===== config.mk =====
export PLATFORM = sky130hd
export DESIGN_NAME = rdtrig_rx_master
export DESIGN_NICKNAME = d
export VERILOG_FILES = /design/src/rtl/rdtrig_rx_master.sv
export SDC_FILE = /design/constraint.sdc
export NUM_CORES = 1
export LEC_CHECK = 0
export BUFFER_PORTS_ARGS = -buffer_cell sky130_fd_sc_hd__buf_2
export CAP_MARGIN = 20
export CORE_UTILIZATION = 45
export CTS_CLUSTER_DIAMETER = 120
export CTS_CLUSTER_SIZE = 8
export DETAILED_ROUTE_END_ITERATION = 6
export SYNTH_ARGS = -nofsm -noshare
export SYNTH_HDL_FRONTEND = slang
export SYNTH_SLANG_ARGS = --single-unit

===== constraint.sdc =====
create_clock -name clk -period 3.3 [get_ports clk]
set_input_delay 0.165 -clock clk [delete_from_list [all_inputs] [get_ports clk]]
set_output_delay 0.165 -clock clk [all_outputs]
set_load 0.005 [all_outputs]

===== src/rtl/rdtrig_rx_master.sv =====
module rdtrig_rx_master #(
  parameter int REG_W    = 16,
  parameter int MAX_BITS = 16,
  parameter int DIV_N    = 4
) (
  input  logic             clk,
  input  logic             rst_n,
  input  logic [1:0]       bus_addr,
  input  logic             bus_wr,
  input  logic             bus_rd,
  input  logic [REG_W-1:0] bus_wdata,
  output logic [REG_W-1:0] bus_rdata,
  output logic             sclk_o,
  input  logic             sdi_i,
  output logic             done_irq
);

  localparam int CNT_W  = (DIV_N > 1) ? $clog2(DIV_N) : 1;
  localparam int LEN_W  = $clog2(MAX_BITS + 24);
  localparam int HALF_W = LEN_W + 1;
  localparam logic [1:0] A_CTL = 2'd0, A_STAT = 2'd1, A_RX = 2'd2;

  logic [REG_W-1:0]    ctl_q, rx_q;
  logic                busy, pend, unread, ovr, sclk_q, done_q;
  logic [CNT_W-1:0]    cnt;
  logic [HALF_W-1:0]   half, last_half;
  logic [MAX_BITS-1:0] sh, sh_next, mask, top_bit;
  logic [MAX_BITS:0]   one_sh;
  logic [LEN_W-1:0]    want, nbits;

  wire ctl_pwr  = ctl_q[0];
  wire ctl_rxen = ctl_q[1];
  wire ctl_scan = ctl_q[2];
  wire ctl_lsb  = ctl_q[3];
  wire ctl_cpol = ctl_q[4];
  wire ctl_cpha = ctl_q[5];
  wire [3:0] ctl_len = ctl_q[11:8];

  assign want      = LEN_W'(8) + LEN_W'(ctl_len);
  assign nbits     = (want > LEN_W'(MAX_BITS)) ? LEN_W'(MAX_BITS) : want;
  assign last_half = {nbits, 1'b0} - HALF_W'(1);
  assign one_sh    = (MAX_BITS+1)'(1) << nbits;
  assign mask      = one_sh[MAX_BITS-1:0] - MAX_BITS'(1);
  assign top_bit   = mask ^ (mask >> 1);

  wire rd_rx     = bus_rd && bus_addr == A_RX;
  wire wr_ctl    = bus_wr && bus_addr == A_CTL;
  wire wr_stat   = bus_wr && bus_addr == A_STAT;
  wire can_run   = ctl_pwr && ctl_rxen && ctl_scan;
  wire half_end  = busy && cnt == CNT_W'(DIV_N - 1);
  wire sample    = half_end && (half[0] == ctl_cpha);
  wire frame_end = half_end && half == last_half;
  wire start     = !busy && rd_rx && can_run;
  wire arm       = pend || (rd_rx && ctl_scan);
  wire chain     = frame_end && arm && can_run;

  always_comb begin
    sh_next = sh;
    if (sample) begin
      if (ctl_lsb) sh_next = (sh >> 1) | (sdi_i ? top_bit : '0);
      else         sh_next = {sh[MAX_BITS-2:0], sdi_i};
    end
  end

  always_comb begin
    case (bus_addr)
      A_CTL:   bus_rdata = ctl_q;
      A_STAT:  bus_rdata = REG_W'({ovr, busy});
      A_RX:    bus_rdata = rx_q;
      default: bus_rdata = '0;
    endcase
  end

  always_ff @(posedge clk) begin
    if (!rst_n) begin
      ctl_q <= '0; rx_q <= '0; busy <= 1'b0; pend <= 1'b0; unread <= 1'b0;
      ovr <= 1'b0; sclk_q <= 1'b0; done_q <= 1'b0; cnt <= '0; half <= '0; sh <= '0;
    end else begin
      done_q <= 1'b0;
      if (wr_ctl) ctl_q <= bus_wdata;

      if (frame_end && unread && !rd_rx) ovr <= 1'b1;
      else if (wr_stat && bus_wdata[1])  ovr <= 1'b0;

      if (frame_end)  unread <= 1'b1;
      else if (rd_rx) unread <= 1'b0;

      if (!ctl_pwr) begin
        busy <= 1'b0; pend <= 1'b0; sclk_q <= ctl_cpol; cnt <= '0; half <= '0;
      end else if (start) begin
        busy <= 1'b1; pend <= 1'b0; cnt <= '0; half <= '0; sh <= '0;
      end else if (busy) begin
        cnt <= half_end ? '0 : cnt + CNT_W'(1);
        sh  <= sh_next;
        if (half_end) begin
          sclk_q <= ~sclk_q;
          half   <= half + HALF_W'(1);
        end
        if (rd_rx && ctl_scan) pend <= 1'b1;
        if (frame_end) begin
          rx_q   <= REG_W'(sh_next & mask);
          done_q <= 1'b1;
          pend   <= 1'b0;
          if (chain) begin
            half <= '0; sh <= '0;
          end else begin
            busy <= 1'b0;
          end
        end
      end else begin
        sclk_q <= ctl_cpol;
      end
    end
  end

  assign sclk_o   = sclk_q;
  assign done_irq = done_q;

  AST_UNPOWERED_IDLE: assert property (@(posedge clk) disable iff (!rst_n) !ctl_pwr |=> (!busy && !done_irq));
  AST_START_BY_READ:  assert property (@(posedge clk) disable iff (!rst_n) $rose(busy) |-> $past(rd_rx));
  AST_IRQ_SINGLE:     assert property (@(posedge clk) disable iff (!rst_n) done_irq |=> !done_irq);
  AST_IDLE_LEVEL:     assert property (@(posedge clk) disable iff (!rst_n) $fell(busy) |-> sclk_o == ctl_cpol);
  AST_NO_START_SCANOFF: assert property (@(posedge clk) disable iff (!rst_n) (!busy && !ctl_scan) |=> !busy);
  AST_OVR_HOLD:       assert property (@(posedge clk) disable iff (!rst_n) (ovr && !(wr_stat && bus_wdata[1])) |=> ovr);

endmodule


== Word-level counts from Yosys, hierarchy flattened ==
Cells that the tools add are included.
Widths: inputs -> output; s select.
Operators by class
  $lt $le $gt $ge: 1
  $mul: 0
  muxes and demuxes: 28
  bitwise gates (word level): 8
  reductions and logical operators: 31
  $add $sub $neg: 5
  div/mod/pow operators: 0
  shifts and indexed selects: 1
  equality and inequality tests: 7
Operators by type and width (number)
  $mux 16: 7
  $pmux 16 s3: 1
  $mux 7: 3
  $and 16x16->16: 1
  $logic_and 1x1->1: 16
  $or 15x16->16: 1
  $shl 1x5->16 const A: 1
  $sub 16x1->16 const B: 1
  $xor 16x15->16: 1
  $mux 1: 15
  $reduce_and 2->1: 4
  $reduce_bool 2->1: 4
  $add 7x1->7 const B: 1
  $eq 7x7->1: 1
  $sub 6x1->7 const B: 1
  $add 4x4->5 const A: 1
  $gt 5x5->1 const B: 1
  $mux 5: 1
  $not 1->1: 5
  $eq 2x2->1 const B: 2
  $reduce_and 4->1: 1
  $reduce_or 4->1: 1
  $ne 3x2->1 const B: 1
  $reduce_or 3->1: 1
  8 further kinds: 9
Storage, ports and cells
  memories kept: 0
  logic and storage cells: 92
  bits in read-only memories: 0
  register bits: 63
  latch bits: 0
  bits of input ports: 23
  RAM bits: 0
  output and inout port bits: 18

== Longest topological paths before layout ==
  depth in word-level cells: 14
  depth in mapped cells: 11
  mapped depth without buffers: 8

== Worst setup path before layout ==
No wires, ideal clock.
  path kind: register to register
  start point: register ctl_q[11]
  end point: register sh[14]
  clock period less this slack: 2.993 ns
  library setup time: 0.122 ns
  data required time: 3.178 ns
  data arrival time: 2.871 ns
  stages on the path, launching flop included: 11
  path buffers: 3
  setup slack: 0.307 ns
  cells stage by stage: dfxtp_1 > clkbuf_1 > clkbuf_1 > nand2b_1 > ha_1 > nor2b_1 > or4b_4 > a2111o_1 > buf_6 > o21a_4 > a221o_1
Between the ends
  cells in the longest elaborated chain, start to end: 14
  elaborated cells between the ends (all ways): 19
  classes of those cells: add/sub (3); order compare (1); eq/ne (1); shift (1); mux (8); bitwise (2); reduce/logical (3)
Ends and longest elaborated chain
  start, declared: line 23  | logic [REG_W-1:0] ctl_q, rx_q;
  start signal, assigned: line 80  | if (wr_ctl) ctl_q <= bus_wdata;
  $add 4x4->5 (*): line 39  | assign want = LEN_W'(8) + LEN_W'(ctl_len);
  $gt 5x5->1: line 40  | assign nbits = (want > LEN_W'(MAX_BITS)) ? LEN_W'(MAX_BITS) : want;
  $mux 5 (*): line 40
  $shl 1x5->16: line 42  | assign one_sh = (MAX_BITS+1)'(1) << nbits;
  $sub 16x1->16: line 43  | assign mask = one_sh[MAX_BITS-1:0] - MAX_BITS'(1);
  $xor 16x15->16: line 44  | assign top_bit = mask ^ (mask >> 1);
  $mux 16: line 60  | if (ctl_lsb) sh_next = (sh >> 1) | (sdi_i ? top_bit : '0);
  $or 15x16->16: line 60
  $mux 16: line 60
  $mux 16: line 59  | if (sample) begin
  $mux 16: line 104  | if (chain) begin
  $mux 16 (*): line 100  | if (frame_end) begin
  $mux 16 (*): line 92  | end else if (busy) begin
  $mux 16 (*): line 90  | end else if (start) begin
  end signal, assigned: line 94  | sh <= sh_next;
  end, declared: line 27  | logic [MAX_BITS-1:0] sh, sh_next, mask, top_bit;
Every way passes the cells marked *; elsewhere a longest branch is shown, timed or not. The select of a mux whose other input is x is not followed.
A chain may end at the register's enable or synchronous reset.

== Final worst setup path ==
  start point: register ctl_q[8]
  end point: register rx_q[12]
Between the ends
  cells in the longest elaborated chain, start to end: 11
  elaborated cells between the ends (all ways): 15
  classes of those cells: add/sub (3); order compare (1); eq/ne (1); shift (1); mux (4); bitwise (3); reduce/logical (2)
Ends and longest elaborated chain
  $add 4x4->5 (*): line 39
  $gt 5x5->1: line 40
  $mux 5 (*): line 40
  $shl 1x5->16: line 42
  $sub 16x1->16: line 43
  $xor 16x15->16: line 44
  $mux 16: line 60
  $or 15x16->16: line 60
  $mux 16: line 60
  $mux 16: line 59
  $and 16x16->16: line 101  | rx_q <= REG_W'(sh_next & mask);
  end signal, assigned: line 101
  end, declared: line 23
Every way passes the cells marked *; elsewhere a longest branch is shown, timed or not.

==> flow_metrics.tcl <==
set metrics [dict create \
    cts.root.buffer_cell "clkbuf_8" \
    drive_above_1_share_pct 15.9 \
    ys_seq_elements 63 \
    cp.arrival_ns 3.13 \
    critPathKind "register to register" \
    timing.final.crit_period_ns 2.87 \
    synth_async_sr_flop_share_pct 0 \
    die_w_um 92.7 \
    post-cts-setup-buffer-count 0 \
    required_ns 3.56 \
    ctsHoldBuffers 0 \
    relSlewSlack_pct 27.7 \
    start_util_pct 47.2 \
    rr_startpoint "ctl_q[8]$_SDFFE_PN0P_" \
    worstSkewPairLatency_ns 0.34 \
    cts_resized 0 \
    cts_inserted_buffers 9 \
    ys.warnings.count 0 \
    dp.final_hpwl_um 7330 \
    grt_usage_pct 24.8 \
    fin_crit_sh_pct 87.1 \
    wl_per_cell_um 17.0 \
    antenna_cells 0 \
    portBuffers 40 \
    setup_viol_count_final 0 \
    grt.overflow.total 0 \
    finalHoldViolations 0 \
    stdcell_area_um2 4160 \
    vias 3447 \
    grt_pass1_wl_um 16400 \
    p_per_area_nw_per_um2 368 \
    drt_iter0_drc 197 \
    synthesis.area_um2 3700 \
    grt_max_degree 32 \
    syn_to_final_growth_pct 12.3 \
    outcome "finished clean" \
    gp_congestion 0.866 \
    place_area_um2 3990 \
    num-fill-cells 812 \
    numClockSinks 63 \
    ant_nets 0 \
    via_per_inst 5.71 \
    p_leak_nw 1.61 \
    avgSynthCellArea_um2 7.89 \
    cp-start-kind "register" \
    drc 0 \
    tightest_slew_ns 1.08 \
    crit_chain "or2b_1 -> ha_1 -> nor4_1 -> a2111oi_0 -> or3_1 -> a2111o_1 -> a21oi_1" \
    ff_latch_area_um2 1260 \
    fin_worst_skew_ns 0.00506 \
    critPathMaxStageDelay_ns 0.55 \
    worst-path-buf-inv 0 \
    path_delay_family "simple AND/OR/NAND/NOR gates" \
    cp-startpoint "ctl_q[8]$_SDFFE_PN0P_" \
    seq_area_frac_synth_pct 34.1 \
    maxCapViolCount 0 \
    cts.htree.levels 3 \
    coreArea_um2 7850 \
    rsz0062_at_grt "false" \
    worst-path-max-fanout 13 \
    vdd_ir_drop_max_v 0.000238 \
    clk_pin_slew_ns 0.07 \
    antenna_found_initial 0 \
    utilization_pct 53.0 \
    syn_inst 469 \
    min_from "bus_wdata[5]" \
    synth_cell_types 66 \
    endpoint_kind "register" \
    slew_violations 0 \
    fin_tns_setup_ns 0 \
    nets 532 \
    placedCellCount 591 \
    crit_slowest_cell "nor4_1" \
    multi_input_area_um2 2270 \
    dr.pass1.iters 4 \
    clockBufferDepth 2 \
    hold_path.class "input pin to register" \
    fmax_mhz 348 \
    dieArea_um2 8590 \
    first_global_vias 3257 \
    synth_edf_count 0 \
    cts_tree "built" \
    io_pins 41 \
    synth_ff_type "dfxtp_1" \
    rows 32 \
    fin_cells 604 \
    dieHeight_um 92.7 \
    wirelength_um 10300 \
]
## cells by family (layout without fill, tap and decap cells)
logic type	count (synthesis)	in the layout	share of synthesized area, %
flops	63	63	34.1
other cells	1	4	0.101
mux	19	19	5.17
compound gates	136	136	24.9
xor+xnor	18	18	4.26
fa+ha+maj	9	9	3.04
simple gates	178	178	23.5
buf+inv	45	75	4.90
## layout by cell type (no fill, tap or decap), drive strengths merged, types with 10 or more instances in the layout
master | netlist | final
dfxtp | 63 | 63
clkbuf | 30 | 12
a21oi | 43 | 43
inv | 10 | 10
nand2 | 61 | 61
mux2i | 18 | 18
nor2 | 44 | 44
buf | 5 | 52
o21ai | 33 | 33
xnor2 | 12 | 12
## final timing paths
check | slack, ns | end | depth (start not counted)
min reg2reg | 0.46 | ctl_q[12]$_SDFFE_PN0P_ | 2
max reg2reg | 0.43 | rx_q[12]$_SDFFE_PN0P_ | 7
max | 0.43 | rx_q[12]$_SDFFE_PN0P_ | 7
min | 0.06 | ctl_q[5]$_SDFFE_PN0P_ | 3
## metrics by stage
step	power [mW]	hold WS, ns	setup WS, ns
after CTS	1.54	0.0408	0.446
final	1.53	0.0581	0.427
after global placement	0.928	0.405	0.593
after global routing	1.60	0.0549	0.232
after floorplan	0.888	0.301	0.307
after detailed placement	0.929	0.410	0.495
## worst reg2reg max path, delay by kind of cell (launching register included)
family,cells,cell delay (ns)
AOI/OAI and AO/OA,3,0.79
adders and majority gates,1,0.36
DFF,1,0.39
and+or+nand+nor,3,1.26
## per-layer routing
layer | global-route usage [%] | up-vias | wire [um]
met2 | 39.2 | 100 | 4620
met5 | 0 | - | 0
met4 | 12.4 | 0 | 286
met1 | 33.3 | 1601 | 4970
li1 | - | 1727 | -
met3 | 3.04 | 19 | 394
## cell usage after synthesis (7+ instances only)
cell       n  area share [%]
and2_1     8             1.4
nor2_1    44             4.5
ha_1       9             3.0
mux2i_1   18             4.9
nand3_1    7            0.95
xnor2_1   12             2.8
a211oi_1   7             1.4
nor3_1     9             1.2
o21ai_0   32             4.3
nand2b_1   7             1.2
dfxtp_1   63              34
nor2b_1    8             1.4
nand2_1   61             6.2
inv_1      9            0.91
and3_1     7             1.2
a21oi_1   43             5.8
clkbuf_1  30             3.0
## power breakdown
group	internal, mW	leakage [nW]	switching (mW)
clock network	0.321	0.0902	0.292
logic	0.0532	1.02	0.0869
registers	0.767	0.508	0.00855
total	1.14	1.61	0.387
## state kept, by name, indices dropped and copies added (netlist names)
register,count
ctl_q,16
sclk_o,1
cnt,2
sh,16
ovr,1
pend,1
unread,1
half,7
rx_q,16
done_irq,1
busy,1
## layout make-up
type,instances,share of cell area [%]
tap,102,3.07
timing repair buffer,52,6.98
inverter,10,0.903
multi-input combinational,364,54.6
clock inverter,1,0.120
sequential,63,30.3
clock buffer,12,3.97
Note: power is estimated with default switching activity, not from simulation.
